===== config.mk =====
export PLATFORM = sky130hd
export DESIGN_NAME = binpool_alloc
export DESIGN_NICKNAME = d
export VERILOG_FILES = /design/src/rtl/binpool_pkg.sv /design/src/rtl/binpool_tile_addr.sv /design/src/rtl/binpool_pool.sv /design/src/rtl/binpool_alloc.sv
export SDC_FILE = /design/constraint.sdc
export NUM_CORES = 1
export LEC_CHECK = 0
export ABC_AREA = 1
export ABC_CLOCK_PERIOD_IN_PS = 4900
export CAP_MARGIN = 10
export CELL_PAD_IN_SITES_DETAIL_PLACEMENT = 1
export CELL_PAD_IN_SITES_GLOBAL_PLACEMENT = 1
export CORE_UTILIZATION = 30
export CTS_CLUSTER_SIZE = 24
export DETAILED_ROUTE_END_ITERATION = 10
export DONT_BUFFER_PORTS = 1
export PLACE_DENSITY = 0.69
export SYNTH_ARGS = -nofsm -noshare
export SYNTH_HDL_FRONTEND = slang
export SYNTH_SLANG_ARGS = --single-unit

===== constraint.sdc =====
create_clock -name clk -period 4.9 [get_ports clk]
set_clock_uncertainty 0.2 [all_clocks]
set_input_delay 0.98 -clock clk [delete_from_list [all_inputs] [get_ports clk]]
set_output_delay 0.98 -clock clk [all_outputs]
set_load 0.005 [all_outputs]

===== src/rtl/binpool_pkg.sv =====
package binpool_pkg;
  localparam int unsigned BLK_BYTES = 32;
  localparam int unsigned BLK_SHIFT = 5;

  typedef enum logic {
    GRANT_REFUSED = 1'b0,
    GRANT_OK      = 1'b1
  } grant_e;
endpackage


===== src/rtl/binpool_tile_addr.sv =====
module binpool_tile_addr
  import binpool_pkg::*;
#(
  parameter int ADDR_W = 32,
  parameter int TX_W   = 4,
  parameter int TY_W   = 4
) (
  input  logic              clk,
  input  logic              rst_n,
  input  logic              hold,
  input  logic [ADDR_W-1:0] base,
  input  logic [TX_W-1:0]   tiles_x,
  input  logic [TY_W-1:0]   tiles_y,
  input  logic              tq_valid,
  output logic              tq_ready,
  input  logic [TX_W-1:0]   tq_x,
  input  logic [TY_W-1:0]   tq_y,
  output logic              ta_valid,
  input  logic              ta_ready,
  output logic [ADDR_W-1:0] ta_addr,
  output logic              ta_oob
);
  localparam int IDX_W = TX_W + TY_W;
  localparam int OFF_W = IDX_W + BLK_SHIFT;

  logic             fire;
  logic [IDX_W-1:0] idx;
  logic [OFF_W-1:0] off;

  assign tq_ready = !hold && (!ta_valid || ta_ready);
  assign fire     = tq_valid && tq_ready;
  assign idx      = IDX_W'(tq_y) * IDX_W'(tiles_x) + IDX_W'(tq_x);
  assign off      = {idx, {BLK_SHIFT{1'b0}}};

  always_ff @(posedge clk) begin
    if (!rst_n) begin
      ta_valid <= 1'b0;
      ta_addr  <= '0;
      ta_oob   <= 1'b0;
    end else if (fire) begin
      ta_valid <= 1'b1;
      ta_addr  <= base + ADDR_W'(off);
      ta_oob   <= (tq_x >= tiles_x) || (tq_y >= tiles_y);
    end else if (ta_ready) begin
      ta_valid <= 1'b0;
    end
  end

  // a stalled tile result holds its contents
  a_r8_tile_hold: assert property (@(posedge clk) disable iff (!rst_n)
    (ta_valid && !ta_ready) |=> (ta_valid && $stable(ta_addr) && $stable(ta_oob)));
endmodule


===== src/rtl/binpool_pool.sv =====
module binpool_pool
  import binpool_pkg::*;
#(
  parameter int ADDR_W = 32,
  parameter int SIZE_W = 24,
  parameter int REG_W  = 13
) (
  input  logic              clk,
  input  logic              rst_n,
  input  logic              cfg_load,
  input  logic [ADDR_W-1:0] cfg_base,
  input  logic [SIZE_W-1:0] cfg_size,
  input  logic [REG_W-1:0]  region_bytes,
  input  logic              br_valid,
  output logic              br_ready,
  output logic              bg_valid,
  input  logic              bg_ready,
  output logic [ADDR_W-1:0] bg_addr,
  output logic              bg_ok,
  output logic [SIZE_W-1:0] pool_left,
  output logic              oom_irq,
  input  logic              oom_clr
);
  logic [ADDR_W-1:0] next_q;
  logic [SIZE_W-1:0] region_sz;
  logic              fire;
  grant_e            verdict;

  assign region_sz = SIZE_W'(region_bytes);
  assign br_ready  = !cfg_load && (!bg_valid || bg_ready);
  assign fire      = br_valid && br_ready;
  assign verdict   = (pool_left >= SIZE_W'(BLK_BYTES)) ? GRANT_OK : GRANT_REFUSED;

  // grant result stage
  always_ff @(posedge clk) begin
    if (!rst_n) begin
      bg_valid <= 1'b0;
      bg_addr  <= '0;
      bg_ok    <= 1'b0;
    end else if (fire) begin
      bg_valid <= 1'b1;
      bg_ok    <= (verdict == GRANT_OK);
      bg_addr  <= (verdict == GRANT_OK) ? next_q : '0;
    end else if (bg_ready) begin
      bg_valid <= 1'b0;
    end
  end

  // pool bookkeeping and interrupt
  always_ff @(posedge clk) begin
    if (!rst_n) begin
      next_q    <= '0;
      pool_left <= '0;
      oom_irq   <= 1'b0;
    end else if (cfg_load) begin
      next_q    <= cfg_base + ADDR_W'(region_bytes);
      pool_left <= (cfg_size >= region_sz) ? (cfg_size - region_sz) : '0;
      oom_irq   <= 1'b0;
    end else begin
      if (fire && verdict == GRANT_OK) begin
        next_q    <= next_q + ADDR_W'(BLK_BYTES);
        pool_left <= pool_left - SIZE_W'(BLK_BYTES);
      end
      if (fire && verdict == GRANT_REFUSED) oom_irq <= 1'b1;
      else if (oom_clr)                     oom_irq <= 1'b0;
    end
  end

  // a load always leaves the interrupt low
  a_r2_cfg_clears: assert property (@(posedge clk) disable iff (!rst_n)
    cfg_load |=> !oom_irq);
  // a grant spends exactly one block
  a_r5_grant_step: assert property (@(posedge clk) disable iff (!rst_n)
    (br_valid && br_ready && pool_left >= SIZE_W'(BLK_BYTES))
      |=> (bg_ok && pool_left == $past(pool_left) - SIZE_W'(BLK_BYTES)));
  // a refusal keeps the count and raises the interrupt
  a_r6_refuse_keeps: assert property (@(posedge clk) disable iff (!rst_n)
    (br_valid && br_ready && pool_left < SIZE_W'(BLK_BYTES))
      |=> (!bg_ok && bg_addr == '0 && $stable(pool_left) && oom_irq));
  // the interrupt is sticky
  a_r7_sticky: assert property (@(posedge clk) disable iff (!rst_n)
    (oom_irq && !oom_clr && !cfg_load) |=> oom_irq);
  // a stalled grant holds its contents
  a_r8_grant_hold: assert property (@(posedge clk) disable iff (!rst_n)
    (bg_valid && !bg_ready) |=> (bg_valid && $stable(bg_addr) && $stable(bg_ok)));
endmodule


===== src/rtl/binpool_alloc.sv =====
module binpool_alloc
  import binpool_pkg::*;
#(
  parameter int ADDR_W = 32,
  parameter int SIZE_W = 24,
  parameter int TX_W   = 4,
  parameter int TY_W   = 4
) (
  input  logic              clk,
  input  logic              rst_n,
  input  logic              cfg_load,
  input  logic [ADDR_W-1:0] cfg_base,
  input  logic [SIZE_W-1:0] cfg_size,
  input  logic [TX_W-1:0]   cfg_tiles_x,
  input  logic [TY_W-1:0]   cfg_tiles_y,
  input  logic              tq_valid,
  output logic              tq_ready,
  input  logic [TX_W-1:0]   tq_x,
  input  logic [TY_W-1:0]   tq_y,
  output logic              ta_valid,
  input  logic              ta_ready,
  output logic [ADDR_W-1:0] ta_addr,
  output logic              ta_oob,
  input  logic              br_valid,
  output logic              br_ready,
  output logic              bg_valid,
  input  logic              bg_ready,
  output logic [ADDR_W-1:0] bg_addr,
  output logic              bg_ok,
  output logic [SIZE_W-1:0] pool_left,
  output logic              oom_irq,
  input  logic              oom_clr
);
  localparam int IDX_W = TX_W + TY_W;
  localparam int REG_W = IDX_W + BLK_SHIFT;

  logic [ADDR_W-1:0] base_q;
  logic [TX_W-1:0]   tx_q;
  logic [TY_W-1:0]   ty_q;
  logic [IDX_W-1:0]  ntiles_in;
  logic [REG_W-1:0]  region_in;

  assign ntiles_in = IDX_W'(cfg_tiles_x) * IDX_W'(cfg_tiles_y);
  assign region_in = {ntiles_in, {BLK_SHIFT{1'b0}}};

  always_ff @(posedge clk) begin
    if (!rst_n) begin
      base_q <= '0;
      tx_q   <= '0;
      ty_q   <= '0;
    end else if (cfg_load) begin
      base_q <= cfg_base;
      tx_q   <= cfg_tiles_x;
      ty_q   <= cfg_tiles_y;
    end
  end

  binpool_tile_addr #(.ADDR_W(ADDR_W), .TX_W(TX_W), .TY_W(TY_W)) u_tile (
    .clk(clk), .rst_n(rst_n), .hold(cfg_load),
    .base(base_q), .tiles_x(tx_q), .tiles_y(ty_q),
    .tq_valid(tq_valid), .tq_ready(tq_ready), .tq_x(tq_x), .tq_y(tq_y),
    .ta_valid(ta_valid), .ta_ready(ta_ready), .ta_addr(ta_addr), .ta_oob(ta_oob)
  );

  binpool_pool #(.ADDR_W(ADDR_W), .SIZE_W(SIZE_W), .REG_W(REG_W)) u_pool (
    .clk(clk), .rst_n(rst_n), .cfg_load(cfg_load),
    .cfg_base(cfg_base), .cfg_size(cfg_size), .region_bytes(region_in),
    .br_valid(br_valid), .br_ready(br_ready),
    .bg_valid(bg_valid), .bg_ready(bg_ready), .bg_addr(bg_addr), .bg_ok(bg_ok),
    .pool_left(pool_left), .oom_irq(oom_irq), .oom_clr(oom_clr)
  );

  // nothing is accepted while a configuration loads
  a_r9_load_blocks: assert property (@(posedge clk) disable iff (!rst_n)
    cfg_load |-> (!(tq_valid && tq_ready) && !(br_valid && br_ready)));
endmodule


Yosys cells after proc, flatten, opt, wreduce, memory -nomap -nowiden
Cells that the tools add are included.
Widths: inputs -> output; s select.
{"block": "classes", "n_mux": 13, "reduce_logical": 17, "n_lt_le_gt_ge": 4, "multipliers": 2, "addsub": 6, "n_bitwise": 2}
{"operator": "$mux 32", "n": 3}
{"operator": "$mux 24", "n": 3}
{"operator": "$add 32x13->32", "n": 2}
{"operator": "$add 32x6->32 const B", "n": 1}
{"operator": "$ge 24x13->1", "n": 1}
{"operator": "$ge 24x6->1 const B", "n": 1}
{"operator": "$sub 24x13->24", "n": 1}
{"operator": "$sub 24x6->24 const B", "n": 1}
{"operator": "$mul 4x4->8", "n": 2}
{"operator": "$add 8x4->8", "n": 1}
{"operator": "$ge 4x4->1", "n": 2}
{"operator": "$reduce_bool 2->1", "n": 4}
{"operator": "$mux 1", "n": 7}
{"operator": "$logic_and 1x1->1", "n": 6}
{"operator": "$logic_not 1->1", "n": 3}
{"operator": "$logic_or 1x1->1", "n": 3}
{"operator": "$not 1->1", "n": 2}
{"operator": "$reduce_or 2->1", "n": 1}
{"block": "totals", "out_inout_bits": 95, "in_bits": 80, "ff_bits": 165}

Logic depth before layout (Yosys ltp)
{"block": "depth", "ltp_word": 7, "ltp_mapped": 25, "mapped_depth_nobuf": 25}

Hierarchy
A second synthesis with hierarchy kept.
{"block": "unflattened", "hier_cells": 1997, "area_unflattened_um2": 12346.8}
{"module": "binpool_pool", "n_inst": 1, "area_per_inst_um2": 7231.9, "cells_each": 1235}
{"module": "binpool_tile_addr", "n_inst": 1, "area_per_inst_um2": 3253.1, "cells_each": 518}
{"module": "binpool_alloc", "n_inst": 1, "area_per_inst_um2": 1861.8, "cells_each": 244}

Worst setup path before layout
OpenSTA, ideal clock, no wires.
{"block": "synth_timing", "kind": "input to register", "startpoint": "input port tq_y[0]", "endpoint": "register u_tile.ta_addr[21]", "arrival_ns": 4.763, "slack_ns": -0.177, "setup_time_ns": 0.114, "cell_stages": 21, "cell_sequence": "nand2_1 fa_1 fa_1 fa_1 inv_1 ha_1 nand2_1 o21ai_0 a21o_1 a21oi_1 xor2_1 ha_1 nand2_1 o21ai_0 inv_1 nand2_1 inv_1 o21ai_0 nand2_1 o21bai_1 inv_1"}
{"block": "synth_via", "elab_chain_cells": 3}
{"item": "from (decl)", "line": "binpool_alloc.sv:19", "source": "input logic [TY_W-1:0] tq_y,"}
{"item": "$mul 4x4->8", "line": "binpool_tile_addr.sv:32", "source": "assign idx = IDX_W'(tq_y) * IDX_W'(tiles_x) + IDX_W'(tq_x);"}
{"item": "$add 8x4->8", "line": "binpool_tile_addr.sv:32"}
{"item": "$add 32x13->32", "line": "binpool_tile_addr.sv:42", "source": "ta_addr <= base + ADDR_W'(off);"}
{"item": "to (signal assigned)", "line": "binpool_tile_addr.sv:42"}
{"item": "to (decl)", "line": "binpool_tile_addr.sv:20", "source": "output logic [ADDR_W-1:0] ta_addr,"}
Every way passes these cells.
A chain may end at the register's enable or synchronous reset.

Final worst setup path
{"block": "layout_timing", "startpoint": "input port tq_y[2]", "endpoint": "register u_tile.ta_addr[23]"}
Same word-level chain as after synthesis.

==> flow_summary_export.csv <==
group,metric,value,unit
die,dieArea,38600,um^2
detailed_routing,vias,11615,
sta,setup_viol,0,
sta,fmax,0.213,GHz
die,die_height,196,um
synth,synthCells,1801,
placed_design,dpl_cell_area,12200,um^2
grt,grt_usage,22.0,%
die,coreArea,36900,um^2
worst_setup_path,cp_top_family,"adder cells",
cells_and_area,fin_util,34.9,%
cells_and_area,drive_gt1_share,7.71,%
worst_setup_path,cp.required,5.05,ns
sta,maxSlewHeadroom,24.5,%
clock_tree,path_clk_slew,0.07,ns
sta,min_period,4.68,ns
detailed_routing,antenna_left,0,
placed_design,port_buffers,0,
grt,grt_overflow,0,
worst_setup_path,critPathBufInv,2,
grt,antenna_found_initial,0,
clock_tree,numCtsBuffers,17,
worst_setup_path,slowest_stage,"fa_1",
sta,hold-worst-slack,0.262,ns
sta,final.setup.tns,0,ns
worst_setup_path,arrival,4.83,ns
synth,synth_area_per_cell,6.30,um^2
worst_setup_path,crit_type,"in2reg",
synth,syn_nets,1957,
placed_design,gp_congestion,0.906,
cells_and_area,multi_input_area,6860,um^2
cells_and_area,layout.nets,1985,
synth,synthXorXnorAreaFrac,3.32,%
worst_setup_path,slowest_delay,0.57,ns
synth,synth_compound_area_share,12.9,%
detailed_routing,post_drt_wl_per_cell,17.8,um
detailed_routing,avgViaCountPerCell,4.95,
synth,synthFlopType,"dfxtp_1",
sta,setup_slack,0.215,ns
clock_tree,cts_root_buffer,"clkbuf_16",
synth,yosys_warnings,0,
power_and_ir_drop,peakVddDrop,0.217,mV
die,row_count,70,
detailed_routing,dr.pass1.iters,4,
synth,synth.distinct_cells,42,
cells_and_area,fin_area,12900,um^2
synth,synth_area_leaders,"dfxtp_1, nand2_1, inv_1",
clock_tree,cts_tree,"done",
run,cap_violations,0,
worst_setup_path,cp-end-kind,"flip-flop",
die,initial_core_util,30.8,%
worst_hold_path,hp-class,"reg2reg",
detailed_routing,post-route-drc-count,0,
synth,synth-edff-count,0,
cells_and_area,regArea,3300,um^2
detailed_routing,initialDrtViolationCount,436,
worst_setup_path,worstPathMaxFanout,5,
synth,synth_seq_area_share,29.1,%
synth,synth.ff_latch_count,165,
sta,rsz0062_at_grt,"yes",
worst_setup_path,crit_path_frequent_cell,"nand2_1",
sta,fin_crit_sh,95.6,%
worst_setup_path,start_kind,"primary input",
die,die_width,196,um
power_and_ir_drop,power_density,310,nW/um^2
status,outcome,"complete, no violations",
synth,synthArstFlopShare,0,%
sta,slew_violations,0,
synth,synth-simple-area-share,34.1,%
synth,yosysTopAreaCellShare,29.1,%
detailed_routing,drt_wl_total,41800,um
clock_tree,cts_htree_levels,4,
synth,synth_top_family_by_area,"simple AND/OR/NAND/NOR gates",
clock_tree,cts_sinks,165,
worst_setup_path,crit_chain,"nand2_1, fa_1, fa_1, fa_1, inv_2, ha_4, a21oi_1, nand2_1, a21o_1, a21oi_1, xnor2_1, ha_2, nand2_2, nor2_2, nand3_1, nand2_2, nand2_1, o21ai_0, nand3_1, nand2_1, inv_1",
synth,synthAdderAreaFrac,9.31,%
cells_and_area,fillerInstances,4793,
cells_and_area,n_antenna_cell,0,
placed_design,pre_cts_ws,-0.353,ns
clock_tree,clock_latency,0.45,ns
synth,synthesis.area,11300,um^2
sta,tightest_slew,1.13,ns
synth,synth_area_leader_cell,"dfxtp_1",
power_and_ir_drop,power_leakage,6.13,nW
sta,hold_viol_final,0,
clock_tree,cts.path.max_buffers,2,
cells_and_area,syn2layout_area_growth,13.5,%
grt,grt_pass1_vias,11954,
grt,grt_max_degree,98,
die,num_io_pins,175,
synth,muxShareOfSynthArea,0,%
placed_design,dpl.hpwl,32400,um
grt,grt_pass1_wl,65700,um
-- timing repair --
action | CTS | global route
endpoints found under the setup margin | 0 | 40
gates resized for setup | 0 | 22
hold buffers | 0 | 0
setup buffers | 0 | 6
-- area by class of cell --
cell class	instances	share of cell area, %
inverter	274	7.99
sequential	165	25.6
tap	504	4.90
clock inverter	14	1.28
multi-input combinational	1309	53.2
clock buffer	18	3.33
timing repair buffer	62	3.61
-- state kept, by name (all words and copies together) (netlist names), 4 cells and up --
name / cells
base_q: 32
u_pool.bg_addr: 32
u_pool.next_q: 32
u_tile.ta_addr: 32
u_pool.pool_left: 24
tx_q: 4
ty_q: 4
-- worst paths after layout --
path / endpoint / start / depth (start not counted) / slack [ns]
worst min-delay path: u_pool.next_q[3] / u_pool.next_q[3] / 2 / 0.26
worst max-delay path: u_tile.ta_addr[23] / tq_y[2] / 21 / 0.22
worst min register to register: u_pool.next_q[3] / u_pool.next_q[3] / 2 / 0.26
worst max register to register: u_tile.ta_addr[23] / tx_q[1] / 21 / 0.30
-- synthesized netlist by cell type (4+ instances only) --
cell type,count
nand3b_1,10
buf_4,4
nand2_1,544
o21a_1,14
nor2_1,146
fa_1,14
a21oi_1,94
nand4_1,21
xor2_1,26
buf_2,12
o21ai_1,11
inv_2,7
a31oi_1,6
o21bai_1,6
nor2_2,4
o21ai_0,108
clkbuf_1,30
inv_1,267
o211ai_1,9
nand3_1,156
nor3_1,23
ha_1,62
xnor2_1,17
o22ai_1,12
dfxtp_1,165
-- tightest hold or removal path: cells and delay by family (launching register included) --
kind	cells	cell delay (ns)
flops	1	0.33
simple gates	1	0.05
compound gates	1	0.05
-- cell usage in the layout (no fill, tap or decap), types with 4 or more instances in the layout --
master,instances
nand2_1,537
inv_1,265
dfxtp_1,165
nand3_1,154
nor2_1,142
o21ai_0,103
a21oi_1,92
buf_4,62
ha_1,60
xor2_1,26
nor3_1,22
nand4_1,21
xnor2_1,17
clkbuf_16,17
o21ai_1,14
o21a_1,14
fa_1,14
o22ai_1,12
nand3b_1,10
inv_2,9
nand2_2,9
o211ai_1,9
nor2_2,7
o21bai_1,6
a31oi_1,6
nor2_4,5
inv_8,4
-- logic make-up after synthesis --
logic type,Yosys count
AND/OR/NAND/NOR,921
adder cells (fa/ha/maj),76
buffers and inverters,328
flip-flops,165
XOR/XNOR,43
AO/OA/AOI/OAI,268
-- per-stage QoR --
stage,power (mW),std cells
after floorplan,2.25,1801
after global placement,2.59,2307
after detailed placement,2.62,2307
after CTS,4.04,2339
after global routing,4.24,2346
final,3.99,2346
-- layer usage --
layer | wire [um] | part of all wire [%] | vias up | global-route usage, %
li1 | - | - | 5796 | -
met1 | 18600 | 44 | 5544 | 26.9
met3 | 2180 | 5.2 | 45 | 4.74
met2 | 20200 | 48 | 230 | 38.4
met4 | 866 | 2.1 | 0 | 6.34
met5 | 0 | 0 | - | 0
-- power breakdown --
part           internal, mW  switching [mW]  total, mW
Clock                 0.727           0.673       1.40
Combinational         0.397           0.632       1.03
Sequential             1.43           0.130       1.56
Note: power is estimated with default switching activity, not from simulation.
